===== src/rtl/rxg_pkg.sv =====
package rxg_pkg;
  localparam int CFG_W = 8;

  // Field order is the register bit order, MSB first.
  typedef struct packed {
    logic spare;    // bit 7
    logic raw_arm;  // bit 6
    logic raw_sel;  // bit 5
    logic b_arm;    // bit 4
    logic b_down;   // bit 3
    logic a_arm;    // bit 2
    logic a_down;   // bit 1
    logic all_off;  // bit 0
  } rxg_cfg_t;
endpackage


===== src/rtl/rxg_cfg_reg.sv =====
module rxg_cfg_reg
  import rxg_pkg::*;
(
  input  logic             clk,
  input  logic             rst_n,
  input  logic             we,
  input  logic [CFG_W-1:0] wdata,
  input  logic             feat_on,
  output logic             off_a,
  output logic             off_b,
  output logic             raw_act
);
  rxg_cfg_t cfg_q;
  logic req_a, req_b, pd_a, pd_b;
  logic unused_spare;

  always_ff @(posedge clk) begin
    if (!rst_n)  cfg_q <= '0;
    else if (we) cfg_q <= rxg_cfg_t'(wdata);
  end

  always_comb begin
    req_a = cfg_q.a_down & cfg_q.a_arm;
    req_b = cfg_q.b_down & cfg_q.b_arm;
    if (feat_on) begin
      pd_a = req_a;
      pd_b = req_b;
    end else begin
      pd_a = req_a & req_b;
      pd_b = req_a & req_b;
    end
    off_a   = cfg_q.all_off | pd_a;
    off_b   = cfg_q.all_off | pd_b;
    raw_act = cfg_q.raw_sel & cfg_q.raw_arm;
  end

  assign unused_spare = cfg_q.spare;

  a_r3_master_off: assert property (@(posedge clk) disable iff (!rst_n)
    (we && wdata[0]) |=> (off_a && off_b));
endmodule


===== src/rtl/rxg_lane_sel.sv =====
module rxg_lane_sel #(
  parameter int DATA_W = 12
) (
  input  logic              off,
  input  logic              raw_act,
  input  logic [DATA_W-1:0] proc_s,
  input  logic [DATA_W-1:0] raw_s,
  output logic [DATA_W-1:0] sel_s
);
  localparam logic [DATA_W-1:0] MID = DATA_W'(1) << (DATA_W - 1);

  always_comb begin
    if (off)          sel_s = MID;
    else if (raw_act) sel_s = raw_s;
    else              sel_s = proc_s;
  end
endmodule


===== src/rtl/rxg_out_stage.sv =====
module rxg_out_stage #(
  parameter int WIDTH = 24
) (
  input  logic             clk,
  input  logic             rst_n,
  input  logic             in_valid,
  output logic             in_ready,
  input  logic [WIDTH-1:0] in_data,
  output logic             out_valid,
  input  logic             out_ready,
  output logic [WIDTH-1:0] out_data
);
  assign in_ready = !out_valid || out_ready;

  always_ff @(posedge clk) begin
    if (!rst_n) begin
      out_valid <= 1'b0;
      out_data  <= '0;
    end else if (in_valid && in_ready) begin
      out_valid <= 1'b1;
      out_data  <= in_data;
    end else if (out_ready) begin
      out_valid <= 1'b0;
    end
  end

  a_r9_hold: assert property (@(posedge clk) disable iff (!rst_n)
    (out_valid && !out_ready) |=> (out_valid && $stable(out_data)));
endmodule


===== src/rtl/rxg_gate.sv =====
module rxg_gate
  import rxg_pkg::*;
#(
  parameter int DATA_W = 12
) (
  input  logic              clk,
  input  logic              rst_n,
  input  logic              cfg_we,
  input  logic [CFG_W-1:0]  cfg_wdata,
  input  logic              feat_on,
  input  logic              in_valid,
  output logic              in_ready,
  input  logic [DATA_W-1:0] proc_a,
  input  logic [DATA_W-1:0] proc_b,
  input  logic [DATA_W-1:0] raw_a,
  input  logic [DATA_W-1:0] raw_b,
  output logic              out_valid,
  input  logic              out_ready,
  output logic [DATA_W-1:0] out_a,
  output logic [DATA_W-1:0] out_b,
  output logic              pwr_en_a,
  output logic              pwr_en_b
);
  localparam int LANES = 2;
  localparam int BUS_W = LANES * DATA_W;
  localparam logic [DATA_W-1:0] MID = DATA_W'(1) << (DATA_W - 1);

  logic off_a, off_b, raw_act;
  logic [LANES-1:0]             lane_off;
  logic [LANES-1:0][DATA_W-1:0] lane_proc, lane_raw, lane_sel;
  logic [BUS_W-1:0]             bus_q;

  rxg_cfg_reg u_cfg (
    .clk(clk), .rst_n(rst_n), .we(cfg_we), .wdata(cfg_wdata),
    .feat_on(feat_on), .off_a(off_a), .off_b(off_b), .raw_act(raw_act)
  );

  assign lane_off  = {off_b, off_a};
  assign lane_proc = {proc_b, proc_a};
  assign lane_raw  = {raw_b, raw_a};

  for (genvar g = 0; g < LANES; g++) begin : g_lane
    rxg_lane_sel #(.DATA_W(DATA_W)) u_sel (
      .off(lane_off[g]), .raw_act(raw_act),
      .proc_s(lane_proc[g]), .raw_s(lane_raw[g]), .sel_s(lane_sel[g])
    );
  end

  rxg_out_stage #(.WIDTH(BUS_W)) u_out (
    .clk(clk), .rst_n(rst_n), .in_valid(in_valid), .in_ready(in_ready),
    .in_data(lane_sel), .out_valid(out_valid), .out_ready(out_ready),
    .out_data(bus_q)
  );

  assign out_a    = bus_q[DATA_W-1:0];
  assign out_b    = bus_q[BUS_W-1:DATA_W];
  assign pwr_en_a = !off_a;
  assign pwr_en_b = !off_b;

  a_r9_ready: assert property (@(posedge clk) disable iff (!rst_n)
    in_ready == (!out_valid || out_ready));

  a_r5_together: assert property (@(posedge clk) disable iff (!rst_n)
    !feat_on |-> (pwr_en_a == pwr_en_b));

  a_r8_off_mid_a: assert property (@(posedge clk) disable iff (!rst_n)
    (in_valid && in_ready && !pwr_en_a) |=> (out_a == MID));

  a_r8_off_mid_b: assert property (@(posedge clk) disable iff (!rst_n)
    (in_valid && in_ready && !pwr_en_b) |=> (out_b == MID));

  a_r7_raw_a: assert property (@(posedge clk) disable iff (!rst_n)
    (in_valid && in_ready && pwr_en_a && raw_act) |=> (out_a == $past(raw_a)));
endmodule


===== config.mk =====
export PLATFORM = sky130hd
export DESIGN_NAME = rxg_gate
export DESIGN_NICKNAME = d
export VERILOG_FILES = /design/src/rtl/rxg_pkg.sv /design/src/rtl/rxg_cfg_reg.sv /design/src/rtl/rxg_lane_sel.sv /design/src/rtl/rxg_out_stage.sv /design/src/rtl/rxg_gate.sv
export SDC_FILE = /design/constraint.sdc
export NUM_CORES = 1
export LEC_CHECK = 0
export CAP_MARGIN = 20
export CORE_MARGIN = 1.5
export CORE_UTILIZATION = 40
export DETAILED_ROUTE_END_ITERATION = 8
export GPL_TIMING_DRIVEN = 1
export HOLD_SLACK_MARGIN = 0.08
export PLACE_DENSITY_LB_ADDON = 0.2
export SETUP_SLACK_MARGIN = 0.4
export SLEW_MARGIN = 5
export SYNTH_ARGS = -nofsm -noshare
export SYNTH_HDL_FRONTEND = slang
export SYNTH_SLANG_ARGS = --single-unit

===== constraint.sdc =====
create_clock -name clk -period 3.6 [get_ports clk]
set_clock_uncertainty 0.15 [all_clocks]
set_input_delay 0.36 -clock clk [delete_from_list [all_inputs] [get_ports clk]]
set_output_delay 0.36 -clock clk [all_outputs]
set_load 0.05 [all_outputs]

; ---- Word-level counts from Yosys, hierarchy flattened
; Index checks and enable logic that the tools add are counted.
[classes]
muxes = 8
n_bitwise = 6
n_reduce_logical = 6
[ops]
columns = operator, count
row1 = two-way mux 12 bit, 4
row2 = bitwise AND 1 bit, 4
row3 = two-way mux 1 bit, 4
row4 = logical NOT 1 bit, 3
row5 = OR 1 bit, 2
row6 = nonzero test 2 bit, 1
row7 = logical AND 1 bit, 1
row8 = logical OR 1 bit, 1
[word_totals]
register_bits = 32
in_bits = 62
output_inout_bits = 28
elab_cells = 29

; ---- Longest topological paths before layout
[logic_depth]
word_depth = 5
depth_mapped = 4
depth_no_buf = 4

; ---- Hierarchy
; From an unflattened synthesis, not the netlist that was laid out.
[unflattened]
cells_unflattened = 192
hier_area_um2 = 1702.9
[modules_own_cells]
columns = module, instances, cells_per_inst, area_per_inst_um2, seq_area_each_um2
row1 = rxg_out_stage, 1, 109, 1028.5, 500.5
row2 = rxg_lane_sel, 2, 26, 182.7, 0.0
row3 = rxg_cfg_reg, 1, 29, 301.5, 140.1
row4 = rxg_gate, 1, 2, 7.5, 0.0

; ---- Worst setup path after synthesis
; OpenSTA, ideal clock, no wires.
[synth_path]
kind = register to register
from = register u_out.out_valid
to = register u_out.out_data[18]
setup_time_ps = 89
arrival_time_ps = 1520
required_time_ps = 3361
slack_ps = 1841
path_stages_with_launch = 5
n_path_buf = 1
period_less_slack_ps = 1759
cell_sequence = dfxtp_1 -> nor2b_1 -> or4_4 -> buf_6 -> o32ai_4
[synth_between]
elab_chain_cells = 3
[synth_rtl]
columns = item, line
row1 = "start, declared", rxg_out_stage.sv:9  ; output logic out_valid,
row2 = "start signal, assigned", rxg_out_stage.sv:17  ; out_valid <= 1'b0;
row3 = "start signal, assigned", rxg_out_stage.sv:20  ; out_valid <= 1'b1;
row4 = "start signal, assigned", rxg_out_stage.sv:23  ; out_valid <= 1'b0;
row5 = logical NOT 1 bit, rxg_out_stage.sv:13  ; assign in_ready = !out_valid || out_ready;
row6 = logical OR 1 bit, rxg_out_stage.sv:13
row7 = logical AND 1 bit, rxg_out_stage.sv:19  ; end else if (in_valid && in_ready) begin
row8 = "end signal, assigned", rxg_out_stage.sv:21  ; out_data <= in_data;
row9 = "end, declared", rxg_out_stage.sv:11  ; output logic [WIDTH-1:0] out_data
; No other way between the ends.
; A chain may end at the register's enable or synchronous reset.

; ---- Final worst setup path
[layout_path]
from = input feat_on
to = output pwr_en_a
[layout_between]
elab_chain_cells = 3
[layout_rtl]
columns = item, line
row1 = "start, declared", rxg_gate.sv:10  ; input logic feat_on,
row2 = two-way mux 1 bit, rxg_cfg_reg.sv:25  ; if (feat_on) begin
row3 = OR 1 bit, rxg_cfg_reg.sv:32  ; off_a = cfg_q.all_off | pd_a;
row4 = logical NOT 1 bit, rxg_gate.sv:57  ; assign pwr_en_a = !off_a;
row5 = "end, declared", rxg_gate.sv:21  ; output logic pwr_en_a,
; No other way between the ends.

==> impl_metrics.json <==
{
  "status": "finished clean",
  "cts_max_level": 2,
  "p_per_area_nw_per_um2": 361.3,
  "worst_setup_path_start_kind": "input pin",
  "pin_count": 90,
  "core_um2": 3744,
  "nets": 296,
  "fmax_ghz": 0.4101,
  "stdcell_count": 283,
  "end_kind": "output port",
  "hold_viol": 0,
  "synth_edf_count": 0,
  "die_w_um": 66.08,
  "yosys.area.top_type": "dfxtp_1",
  "wl_um": 4096,
  "cap_violations": 0,
  "drt_first_pass_iters": 4,
  "start_util": 0.4251,
  "ys_ff_latch": 32,
  "crit_chain": "clkdlybuf4s50_1, a21oi_1, o21ba_2, clkdlybuf4s50_1",
  "timing.rr.start": "u_cfg.cfg_q[5]",
  "syn-num-nets": 207,
  "postSynthAreaPerCell_um2": 10.98,
  "cts_setup_buffers": 0,
  "grt_antenna_before_repair": 0,
  "synth_area_leaders": "dfxtp_1 (40%), mux2i_1 (19%), o32ai_2 (19%)",
  "drive_above_1_share": 0.1574,
  "grt_usage": 0.1947,
  "ant_nets": 0,
  "cp_slowest_stage_delay_ns": 0.80,
  "ys_seq_area_frac": 0.4025,
  "holdCritPathClass": "reg2reg",
  "crit_path_max_fanout": 2,
  "clkTransAtPathRegs_ns": 0.07,
  "place_inst": 274,
  "vdd_drop_max_v": 0.0002273,
  "syn-cell-area_um2": 1592,
  "critical_path_required_ns": 3.09,
  "yosysTopAreaCellShare": 0.4025,
  "cts_buffers": 5,
  "leakage_nw": 1.090,
  "arrival_ns": 1.93,
  "grt_pass1_wl_um": 6520,
  "drt_iter0_markers": 39,
  "n_fill_cell": 309,
  "clock_sinks": 32,
  "ctsResizeCount": 0,
  "slew_viol_final": 0,
  "place.detailed.hpwl_um": 3193,
  "cts_root_buffer": "clkbuf_8",
  "async_flop_share": 0,
  "synthCells": 145,
  "hp-start": "u_out.out_data[6]",
  "post-route-drc-count": 0,
  "multi_input_area_um2": 802.0,
  "synth_cell_types": 19,
  "portBuffers": 88,
  "viasPerCell": 4.901,
  "yosysMostFrequentCell": "dfxtp_1",
  "fin_crit_ns": 2.439,
  "overflow": 0,
  "setup_violations": 0,
  "slowest_stage": "clkdlybuf4s50_1",
  "crit_path_start": "feat_on",
  "ctsLongestPathBuffers": 2,
  "syn_to_final_growth_pct": 63.36,
  "die_y_um": 66.08,
  "synth_common_cells": "dfxtp_1 (32), mux2i_1 (31), inv_1 (24)",
  "ctsHoldBuffers": 0,
  "synth-main-ff-cell": "dfxtp_1",
  "grt_max_degree": 23,
  "cp_common_cell": "clkdlybuf4s50_1",
  "maxSlewHeadroom": 0.5198,
  "tightestPinTransition_ns": 0.7186,
  "cts_tree": "yes",
  "route.vias.total": 1387,
  "gp_congestion": 0.7591,
  "wl_per_cell_um": 14.47,
  "rsz0062_at_grt": "false",
  "rows": 22,
  "crit_type": "in2out",
  "dieArea_um2": 4366,
  "clk_latency_ns": 0.27,
  "antenna_cells": 0,
  "grt_pass1_vias": 1479,
  "seq_area_um2": 640.6,
  "ys_warn_count": 0,
  "finalCritPeriodShare": 0.6774,
  "tns_ns": 0
}
registers in the layout (all words and copies together) (netlist names):
name and count:
u_cfg.cfg_q 7, u_out.out_data 24, u_out.out_valid 1
path summary, 6_finish.rpt:
check	to	slack, ns	depth (start not counted)
worst max-delay path	pwr_en_a	1.16	4
worst min-delay path	u_out.out_data[6]	0.31	2
worst max register to register	u_out.out_data[7]	1.71	4
worst min register to register	u_out.out_data[6]	0.31	2
placed cells by master (no fill, tap or decap), drive strengths merged:
cell,count
a21oi,5
a311oi,2
buf,4
clkbuf,6
clkdlybuf4s50,88
clkinv,2
dfxtp,32
inv,25
mux2i,31
nand2,3
nor2,10
nor2b,1
o21ai,1
o21ba,2
o32ai,22
or4,1
per-stage QoR:
step | util | hold slack (ns) | total power, mW | setup slack [ns] | instance area, um2
6_report | 0.6945 | 0.3062 | 0.9393 | 1.161 | 2600
5_1_grt | 0.6945 | 0.3368 | 0.9812 | 1.078 | 2600
4_1_cts | 0.6925 | 0.3102 | 0.9514 | 1.157 | 2592
3_5_place_dp | 0.6678 | 0.2996 | 0.6677 | 1.169 | 2500
3_3_place_gp | 0.6678 | 0.2949 | 0.6605 | 1.156 | 2500
2_1_floorplan | - | 0.3102 | 0.5486 | 1.841 | 1592
layer usage:
layer  global-route usage  vias up  part of all wire
met4              0.06122        0            0.0090
met1               0.2050      641              0.39
met3              0.04940        4             0.061
met2               0.3737       48              0.54
li1                     -      694                 -
met5                    0        -                 0
cell type report:
cell class                      count  share of cell area
Clock inverter                      2            0.003850
Sequential cell                    32              0.2464
Inverter                           25             0.03609
Clock buffer                        6             0.03176
Multi-Input combinational cell     78              0.3085
Tap cell                           48             0.02310
Timing Repair Buffer               92              0.3503
cell families (layout without fill, tap and decap cells):
kind of cell           after synthesis  in the layout  synth area share
multiplexers                        31             31            0.1950
AO/OA/AOI/OAI                       32             32            0.2649
AND/OR/NAND/NOR                     15             15           0.04167
flip-flops                          32             32            0.4025
buffers and inverters               35            125           0.09591
report_power, final:
part | internal (mW) | total [mW] | switching [mW]
Combinational | 0.130 | 0.268 | 0.138
Sequential | 0.378 | 0.391 | 0.0131
Clock | 0.152 | 0.281 | 0.129
Total | 0.660 | 0.939 | 0.279
worst max-delay path, delay by kind of cell:
kind / cells / cell delay [ns]
buffers and inverters: 2 / 1.22
AO/OA/AOI/OAI: 2 / 0.34
Power figures use the tool's default switching activity.
